**config.mk**
```make
export PLATFORM = sky130hd
export DESIGN_NAME = fuse_prog_ctrl
export DESIGN_NICKNAME = d
export VERILOG_FILES = /design/src/rtl/fuse_prog_pkg.sv /design/src/rtl/fuse_array_model.sv /design/src/rtl/fuse_prog_seq.sv /design/src/rtl/fuse_prog_ctrl.sv
export SDC_FILE = /design/constraint.sdc
export NUM_CORES = 1
export LEC_CHECK = 0
export BUFFER_PORTS_ARGS = -buffer_cell sky130_fd_sc_hd__buf_2
export CORE_MARGIN = 8
export CORE_UTILIZATION = 48
export DETAILED_ROUTE_END_ITERATION = 7
export SKIP_LAST_GASP = 1
export SYNTH_ARGS = -nofsm -noshare
export SYNTH_HDL_FRONTEND = slang
export SYNTH_SLANG_ARGS = --single-unit
export TNS_END_PERCENT = 1
```
**constraint.sdc**
```tcl
create_clock -name clk -period 3.24 [get_ports clk]
set_input_delay 0.486 -clock clk [delete_from_list [all_inputs] [get_ports clk]]
set_output_delay 0.486 -clock clk [all_outputs]
set_load 0.02 [all_outputs]
```
**src/rtl/fuse_prog_pkg.sv**
```systemverilog
// Shared constants and types for the fuse programming controller.
// Assumes a 32-bit register port and 32-bit fuse words.
package fuse_prog_pkg;
    localparam int WORD_W = 32;
    localparam int BIT_W  = 5;

    localparam logic [11:0] OFS_CTRL   = 12'h000;
    localparam logic [11:0] OFS_SET    = 12'h004;
    localparam logic [11:0] OFS_CLR    = 12'h008;
    localparam logic [11:0] OFS_TIMING = 12'h010;
    localparam logic [11:0] OFS_DATA   = 12'h020;

    localparam logic [15:0] UNLOCK_KEY = 16'h3E77;

    typedef enum logic [2:0] {
        ST_IDLE, ST_READ_MASK, ST_SETUP, ST_STROBE, ST_HOLD, ST_NEXT_BIT
    } seq_state_t;

    typedef struct packed {
        logic [5:0]  rd_width;
        logic [3:0]  relax_width;
        logic [11:0] prog_width;
    } timing_t;
endpackage

```
**src/rtl/fuse_array_model.sv**
```systemverilog
// Behavioural fuse array: NUM_WORDS words of WORD_W one-time bits.
// A cell is set to 1 on any cycle where burn_en is high for it and never
// returns to 0 except by reset. Assumes burn_word is always in range.
module fuse_array_model
    import fuse_prog_pkg::*;
#(
    parameter int NUM_WORDS = 16,
    localparam int IDX_W = (NUM_WORDS > 1) ? $clog2(NUM_WORDS) : 1
) (
    input  logic                        clk,
    input  logic                        rst_n,
    input  logic                        burn_en,
    input  logic [IDX_W-1:0]            burn_word,
    input  logic [BIT_W-1:0]            burn_bit,
    output logic [NUM_WORDS*WORD_W-1:0] cells_o
);
    logic [WORD_W-1:0] mem_q [NUM_WORDS];

    // Burn the addressed cell; the array clears only on reset.
    always_ff @(posedge clk) begin
        if (!rst_n) begin
            for (int w = 0; w < NUM_WORDS; w++) mem_q[w] <= '0;
        end else if (burn_en) begin
            mem_q[burn_word][burn_bit] <= 1'b1;
        end
    end

    for (genvar g = 0; g < NUM_WORDS; g++) begin : g_flat
        assign cells_o[g*WORD_W +: WORD_W] = mem_q[g];
    end
endmodule

```
**src/rtl/fuse_prog_seq.sv**
```systemverilog
// Programming sequencer. On start it latches the word index and data, waits
// the read width, masks out bits already blown, then visits all 32 bits from
// the LSB. Each bit to burn gets relax, strobe and relax intervals; zero bits
// cost one cycle. The data register shifts right once per visited bit.
// Assumes the timing fields stay stable while busy.
module fuse_prog_seq
    import fuse_prog_pkg::*;
#(
    parameter int IDX_W = 4
) (
    input  logic               clk,
    input  logic               rst_n,
    input  logic               start,
    input  logic [IDX_W-1:0]   start_word,
    input  logic [WORD_W-1:0]  start_data,
    input  timing_t            tm,
    input  logic [WORD_W-1:0]  cur_fuse,
    output logic               busy,
    output logic               strobe,
    output logic [IDX_W-1:0]   word_q,
    output logic [BIT_W-1:0]   bit_q,
    output logic [WORD_W-1:0]  data_q
);
    seq_state_t        state_q;
    logic [11:0]       cnt_q;
    logic [11:0]       limit;
    logic              done;
    logic [WORD_W-1:0] masked;

    // Select the length of the current timed state.
    always_comb begin
        case (state_q)
            ST_READ_MASK: limit = {6'b0, tm.rd_width};
            ST_SETUP,
            ST_HOLD:      limit = {8'b0, tm.relax_width};
            ST_STROBE:    limit = tm.prog_width;
            default:      limit = 12'd0;
        endcase
    end

    assign done   = ({1'b0, cnt_q} + 13'd1) >= {1'b0, limit};
    assign masked = data_q & ~cur_fuse;
    assign busy   = (state_q != ST_IDLE);
    assign strobe = (state_q == ST_STROBE);

    // Advance the state machine, cycle counter, bit index and data shifter.
    always_ff @(posedge clk) begin
        if (!rst_n) begin
            state_q <= ST_IDLE;
            cnt_q   <= '0;
            word_q  <= '0;
            bit_q   <= '0;
            data_q  <= '0;
        end else begin
            case (state_q)
                ST_IDLE: if (start) begin
                    data_q  <= start_data;
                    word_q  <= start_word;
                    bit_q   <= '0;
                    cnt_q   <= '0;
                    state_q <= ST_READ_MASK;
                end
                ST_READ_MASK: if (done) begin
                    data_q  <= masked;
                    cnt_q   <= '0;
                    state_q <= masked[0] ? ST_SETUP : ST_NEXT_BIT;
                end else cnt_q <= cnt_q + 12'd1;
                ST_SETUP: if (done) begin
                    cnt_q   <= '0;
                    state_q <= ST_STROBE;
                end else cnt_q <= cnt_q + 12'd1;
                ST_STROBE: if (done) begin
                    cnt_q   <= '0;
                    state_q <= ST_HOLD;
                end else cnt_q <= cnt_q + 12'd1;
                ST_HOLD: if (done) begin
                    cnt_q   <= '0;
                    state_q <= ST_NEXT_BIT;
                end else cnt_q <= cnt_q + 12'd1;
                ST_NEXT_BIT: begin
                    data_q <= data_q >> 1;
                    cnt_q  <= '0;
                    if (bit_q == BIT_W'(WORD_W - 1)) begin
                        state_q <= ST_IDLE;
                    end else begin
                        bit_q   <= bit_q + 1'b1;
                        state_q <= data_q[1] ? ST_SETUP : ST_NEXT_BIT;
                    end
                end
                default: state_q <= ST_IDLE;
            endcase
        end
    end
endmodule

```
**src/rtl/fuse_prog_ctrl.sv**
```systemverilog
// Top of the fuse programming controller: register decode, control and
// timing registers, key and lock checks, sticky error, and the fuse window.
// Assumes one register access per cycle and NUM_WORDS of at most 128.
module fuse_prog_ctrl
    import fuse_prog_pkg::*;
#(
    parameter int NUM_WORDS = 16
) (
    input  logic                 clk,
    input  logic                 rst_n,
    input  logic                 reg_we,
    input  logic [11:0]          reg_addr,
    input  logic [31:0]          reg_wdata,
    output logic [31:0]          reg_rdata,
    input  logic [NUM_WORDS-1:0] word_lock,
    output logic                 fuse_strobe,
    output logic [6:0]           fuse_word,
    output logic [4:0]           fuse_bit
);
    localparam int IDX_W = (NUM_WORDS > 1) ? $clog2(NUM_WORDS) : 1;
    localparam logic [7:0] NW8 = 8'(NUM_WORDS);

    logic [6:0]  addr_q;
    logic [15:0] key_q;
    logic        err_q;
    logic        reload_q;
    timing_t     tim_q;

    logic seq_busy, seq_strobe;
    logic [IDX_W-1:0]  lat_word;
    logic [BIT_W-1:0]  bit_idx;
    logic [WORD_W-1:0] data_q;
    logic [NUM_WORDS*WORD_W-1:0] cells;

    logic wr_ctrl, wr_set, wr_clr, wr_tim, wr_data;
    logic locked, attempt, start, reject;
    logic [IDX_W-1:0] win_idx;
    logic unused_wdata;

    assign wr_ctrl = reg_we && reg_addr == OFS_CTRL;
    assign wr_set  = reg_we && reg_addr == OFS_SET;
    assign wr_clr  = reg_we && reg_addr == OFS_CLR;
    assign wr_tim  = reg_we && reg_addr == OFS_TIMING;
    assign wr_data = reg_we && reg_addr == OFS_DATA;

    // Decide whether the selected word may be programmed.
    always_comb begin
        if ({1'b0, addr_q} < NW8) locked = word_lock[addr_q[IDX_W-1:0]];
        else                      locked = 1'b1;
    end

    assign attempt = wr_data && !seq_busy && !err_q && key_q == UNLOCK_KEY;
    assign start   = attempt && !locked;
    assign reject  = attempt && locked;

    // Control register with set/clear aliases, key consumption and sticky error.
    always_ff @(posedge clk) begin
        if (!rst_n) begin
            addr_q   <= '0;
            key_q    <= '0;
            err_q    <= 1'b0;
            reload_q <= 1'b0;
        end else begin
            reload_q <= 1'b0;
            if (wr_ctrl) begin
                addr_q   <= reg_wdata[6:0];
                key_q    <= reg_wdata[31:16];
                reload_q <= reg_wdata[10];
            end
            if (wr_set) begin
                addr_q   <= addr_q | reg_wdata[6:0];
                key_q    <= key_q | reg_wdata[31:16];
                err_q    <= err_q | reg_wdata[9];
                reload_q <= reg_wdata[10];
            end
            if (wr_clr) begin
                addr_q <= addr_q & ~reg_wdata[6:0];
                key_q  <= key_q & ~reg_wdata[31:16];
                err_q  <= err_q & ~reg_wdata[9];
            end
            if (attempt) key_q <= '0;
            if (reject)  err_q <= 1'b1;
        end
    end

    // Timing register holding the three pulse widths.
    always_ff @(posedge clk) begin
        if (!rst_n)      tim_q <= '0;
        else if (wr_tim) tim_q <= reg_wdata[21:0];
    end

    assign unused_wdata = ^{reg_wdata[15:11], reg_wdata[8]};

    fuse_prog_seq #(.IDX_W(IDX_W)) seq_i (
        .clk        (clk),
        .rst_n      (rst_n),
        .start      (start),
        .start_word (addr_q[IDX_W-1:0]),
        .start_data (reg_wdata),
        .tm         (tim_q),
        .cur_fuse   (cells[{lat_word, 5'b0} +: WORD_W]),
        .busy       (seq_busy),
        .strobe     (seq_strobe),
        .word_q     (lat_word),
        .bit_q      (bit_idx),
        .data_q     (data_q)
    );

    fuse_array_model #(.NUM_WORDS(NUM_WORDS)) fuse_i (
        .clk       (clk),
        .rst_n     (rst_n),
        .burn_en   (seq_strobe),
        .burn_word (lat_word),
        .burn_bit  (bit_idx),
        .cells_o   (cells)
    );

    assign win_idx = reg_addr[IDX_W+1:2];

    // Register read multiplexer including the fuse readback window.
    always_comb begin
        reg_rdata = '0;
        case (reg_addr)
            OFS_CTRL, OFS_SET, OFS_CLR:
                reg_rdata = {key_q, 5'b0, reload_q, err_q, seq_busy, 1'b0, addr_q};
            OFS_TIMING: reg_rdata = {10'b0, tim_q};
            OFS_DATA:   reg_rdata = data_q;
            default:
                if (reg_addr[11:10] == 2'b01 && reg_addr[1:0] == 2'b00 && reg_addr[9:2] < NW8)
                    reg_rdata = cells[{win_idx, 5'b0} +: WORD_W];
        endcase
    end

    assign fuse_strobe = seq_strobe;
    assign fuse_word   = 7'(lat_word);
    assign fuse_bit    = bit_idx;
endmodule

```
**After elaboration in Yosys (flattened, before gate mapping)**

Memories as Yosys holds them, arrays and structs flattened.
Index checks and enable logic that the tools add are counted.

- Register bits after elaboration: 103
- Bits in writable memories: 512
- Input bits: 63
- Output and inout bits: 45
- Word-level logic and storage cells: 133
- Memories kept: 1

- Add/subtract/negate cells: 3
- $lt $le $gt $ge: 6
- Eq/ne operators: 18
- Shifts and indexed selects: 2
- Mux-type cells: 44
- Bitwise gates (word level): 12
- Reductions and logical operators: 35

Memory list:

| memory | depth | bits a word | rd ports | clocked after Yosys merged registers in | wr ports | RTL line | RTL |
|---|---|---|---|---|---|---|---|
| fuse_i.mem_q | 16 | 32 | 16 | 0 | 16 | fuse_array_model.sv:17 | `logic [WORD_W-1:0] mem_q [NUM_WORDS];` |

Operators with widths:

| cell | number |
|---|---|
| $shiftx 512x10->32 | 2 |
| $mux 32 | 6 |
| $pmux 32 s3 | 2 |
| $pmux 12 s3 | 2 |
| $mux 16 | 3 |
| $and 32x32->32 | 1 |
| $not 32->32 | 1 |
| $reduce_or 32->1 | 1 |
| $mux 12 | 2 |
| $mux 3 | 8 |
| $mux 7 | 3 |
| $pmux 3 s6 | 1 |
| $and 16x16->16 | 1 |
| $eq 16x14->1 const B | 1 |
| $not 16->16 | 1 |
| $or 16x16->16 | 1 |
| $reduce_bool 3->1 | 5 |
| $add 12x1->13 const B | 1 |
| $ge 13x12->1 | 1 |
| $logic_and 1x1->1 | 13 |
| $add 12x1->12 const B | 1 |
| $eq 12x3->1 const B | 1 |
| $eq 12x4->1 const B | 1 |
| $eq 12x5->1 const B | 1 |
| other kinds (37) | 60 |

**Logic depth before layout (Yosys ltp)**

- Depth after elaboration: 8
- Depth in mapped cells: 15
- Mapped depth without buffers: 12

**Cells and area by module**

Synthesis repeated with hierarchy kept, for this count alone.

- Cells, all modules: 3,080
- Area total of the unflattened synthesis: 31,861.8 um^2

By module, submodules not included:

| module | times used | cells each | area each (um^2) | seq. area each (um^2) |
|---|---|---|---|---|
| fuse_array_model | 1 | 1,795 | 17,678.2 | 10,249.8 |
| fuse_prog_ctrl | 1 | 866 | 10,800.4 | 940.9 |
| fuse_prog_seq | 1 | 419 | 3,383.2 | 1,121.1 |

**Worst setup path before layout**

OpenSTA, ideal clock, no wires.

- Path type: input-to-output
- From: input reg_addr[2]
- To: output reg_rdata[25]
- Arrival: 2.638 ns
- Path slack: 0.116 ns
- Stages on the path: 7
- Buffers on the path: 3
- Cell sequence: buf_2 -> clkbuf_1 -> buf_1 -> mux4_2 -> mux4_2 -> nand2_1 -> nand2_1

- Longest elaborated chain between the ends: 4
- Elaborated cells on any way between the ends: 11
- Classes of those cells: order compare (1); eq/ne (4); shift (1); mux (2); reduce/logical (3)

RTL lines:

| item | RTL line | RTL |
|---|---|---|
| start, declared | fuse_prog_ctrl.sv:12 | `input logic [11:0] reg_addr,` |
| parallel branches: the longest is 3 deep, another holds $shiftx 512x10->32 | - |  |
| $pmux 32 s3 (*) | fuse_prog_ctrl.sv:123 | `case (reg_addr)` |
| end, declared | fuse_prog_ctrl.sv:14 | `output logic [31:0] reg_rdata,` |

Every way passes the cells marked *.

**Worst setup path in the final report**

- From: input reg_addr[2]
- To: output reg_rdata[13]

Same word-level chain as after synthesis.

==> metrics <==
drt via density 6.45; Post-DRT Antenna Nets 0; min cycle time layout 3.19 ns; Top Ports 108; internal power 0.0128 W; Synth area leader dfxtp_1; P&R area growth vs syn 14.1%; DRC 0; global placer's final weighted congestion 0.901; Ys Warns 0; port bufs 104; CTS tree yes; CP max FO 18; Worst-Skew Late Latency 0.60 ns; clock sinks 615; power per cell area 492 nW/µm²; Die Span X 264 µm; drt total wl 101 mm; CP endpoint kind primary output; core outline area 61300 µm²; Comb pwr share 0.051; gr usage total 0.279; Yosys reg bits 615; post-synthesis mux area share 0.225; RSZ-0062 raised after global routing true; clock skew 0.0235 ns; sequential area share after synthesis 0.417; vias in the first global route 24.3k; Final period util 0.984; Net Sw Frac 0.226; final hold viol count 0; Slew headroom 0.250; FP Rows 91; CP arrival 2.70 ns; Synth Area in Simple Gates 0.128; Synth Area in Compound Gates 0.173; leakage 11.5 nW; Clk network pwr share 0.492; crit start category input pin; top post-synthesis cells by count nand2_1 (713), dfxtp_1 (615), o21ai_0 (540); Final nets 3144; NetSw 0.00374 W; largest family of logic cells by synthesized area multiplexers; clk buf depth 3; top cells by area, synth dfxtp_1 (42%), mux4_2 (20%), o21ai_0 (9.2%), nand2_1 (9.1%), clkbuf_1 (3.0%); met2 GRT Util 0.431; top_reg_cell synth dfxtp_1; worst min path class in2reg; tightest hold margin 0.159 ns; Critical Path RT 2.75 ns; Syn Area/Cell 9.67 µm²; Least-Margin Pin Slew 1.12 ns; die area 69600 µm²; met3 usage in global routing 0.0632; Async S/R FF share, synth 0; Clock Root Buffer clkbuf_16; VDD IR max 303 µV; EDFF count, synth 0; GR Layer Usage met1 0.379; max-cap viol count 0; status finished, final reports clean; initial antenna violation count 3; Post-Synth Adder-Cell Area 0.00763; Finished Core Util 0.549; post-synthesis xor/xnor area fraction 0.00386; Pre-antenna DRT Iters 7; FILL cells 5308; Max Fclk 314 MHz; endpoints failing setup 0; detailed placement HPWL 65.4 mm; Initial Util 0.482; largest net degree at the start of global routing 225; first-iteration detailed-routing DRC count 2934; gr busiest metal met2; WS Path Type in2out; vias after detailed routing 25.2k; grt total ovfl 0; post-synthesis instance total 3051; Syn Std Cell Area 29500 µm²; total power 0.0166 W; clk slew on worst S/H paths 0.06 ns; total CTS buffers 68; average wire per standard cell 25.8 µm; layout cells sized above 1 0.218; Synth top area share 0.417; Slew Limit Fails 0; sequential share of power 0.457; Die Ht 264 µm; count leader, synth nand2_1; H-tree depth 3; global-route wire length before repair 152 mm; post-synth cell types 69
[sequential cells by signal (all words and copies together), names as in the netlist]
| register | count |
|---|---|
| err_q | 1 |
| seq_i.word_q | 4 |
| key_q | 16 |
| tim_q | 22 |
| seq_i.state_q | 3 |
| seq_i.data_q | 32 |
| addr_q | 7 |
| seq_i.bit_q | 5 |
| reload_q | 1 |
| seq_i.cnt_q | 12 |
| fuse_i.mem_q | 512 |
[layout by cell type (no fill, tap or decap), drive strengths merged, types with 5 or more instances in the layout]
| cell type | n |
|---|---|
| or3 | 6 |
| xor2 | 5 |
| dfxtp | 615 |
| o22ai | 31 |
| nor2b | 5 |
| o21ai | 540 |
| mux2 | 9 |
| xnor2 | 8 |
| mux4 | 259 |
| a22oi | 46 |
| nand4b | 6 |
| and3 | 50 |
| a221oi | 30 |
| nor3b | 6 |
| clkinv | 8 |
| a211oi | 90 |
| ha | 18 |
| a222oi | 24 |
| nand3 | 23 |
| a21oi | 64 |
| clkbuf | 104 |
| buf | 237 |
| bufinv | 7 |
| nor2 | 46 |
| nand2b | 6 |
| nand2 | 713 |
| nor3 | 18 |
| inv | 16 |
| mux2i | 71 |
[power by group through the flow]
stage	sequential, W	clock (W)	combinational [W]
after floorplan	0.00774	0	0.000464
after global placement	0.00774	0	0.000783
after detailed placement	0.00774	0	0.000783
after CTS	0.00757	0.00823	0.000786
after global routing	0.00757	0.00852	0.000877
final	0.00757	0.00815	0.000840
[through the flow]
step	std cells	worst slack [ns]	setup TNS [ns]	area [µm²]
floorplan	3053	0.116	0	29500
global placement	3778	-0.146	-0.832	31200
detailed placement	3778	-0.216	-1.35	31200
CTS	3898	0.0504	0	33500
global route	3903	-0.0528	-1.00	33700
finish	3905	0.0529	0	33700
[worst paths after layout]
| kind | cells past startpoint | end | start | slack, ns |
|---|---|---|---|---|
| worst min-delay path | 3 | tim_q[15]$_SDFFE_PN0P_ | reg_wdata[15] | 0.16 |
| worst max register to register | 13 | seq_i.data_q[26]$_SDFFE_PN0P_ | seq_i.cnt_q[3]$_SDFFE_PN0P_ | 0.13 |
| worst max-delay path | 7 | reg_rdata[13] | reg_addr[2] | 0.05 |
| worst min register to register | 2 | fuse_i.mem_q[6][31]$_DFF_P_ | fuse_i.mem_q[6][31]$_DFF_P_ | 0.47 |
[area by class of cell]
cell class	count	area [µm²]	area share
Sequential cell	615	12300	0.366
Clock inverter	18	278	0.00825
Tap cell	790	988	0.0294
Clock buffer	102	2060	0.0613
Antenna cell	2	5.00	0.000149
Multi-Input combinational cell	2125	16000	0.475
Timing Repair Buffer	239	1950	0.0581
Inverter	14	52.6	0.00156
[cells by family (layout without fill, tap and decap cells)]
logic type / count (synthesis) / in the layout
buffers and inverters: 313 / 373
AO/OA/AOI/OAI: 850 / 850
flip-flops: 615 / 615
XOR/XNOR: 13 / 13
multiplexers: 339 / 339
other: 1 / 5
AND/OR/NAND/NOR: 902 / 902
adder cells (fa/ha/maj): 18 / 18
[worst max-delay path, cell delays in order]
cell and delay (ns):
buf_12 0.18, buf_12 0.20, mux4_2 0.52, mux4_2 0.57
a222oi_1 0.42, inv_1 0.11, buf_2 0.18
[per-layer routing]
layer,routed length [µm],share of wire
met1,40800,0.41
met2,45600,0.45
met3,10500,0.10
met4,3730,0.037
met5,0,0
[timing repair]
item | 4_1_cts | 5_1_grt
buffers inserted | 0 | 2
hold buffers | 0 | 0
setup endpoints to repair | 8 | 47
pin swaps | 0 | 3
gates cloned | 0 | 3
resized for setup | 1 | 12
No activity file was read; power rests on OpenSTA's default activity.
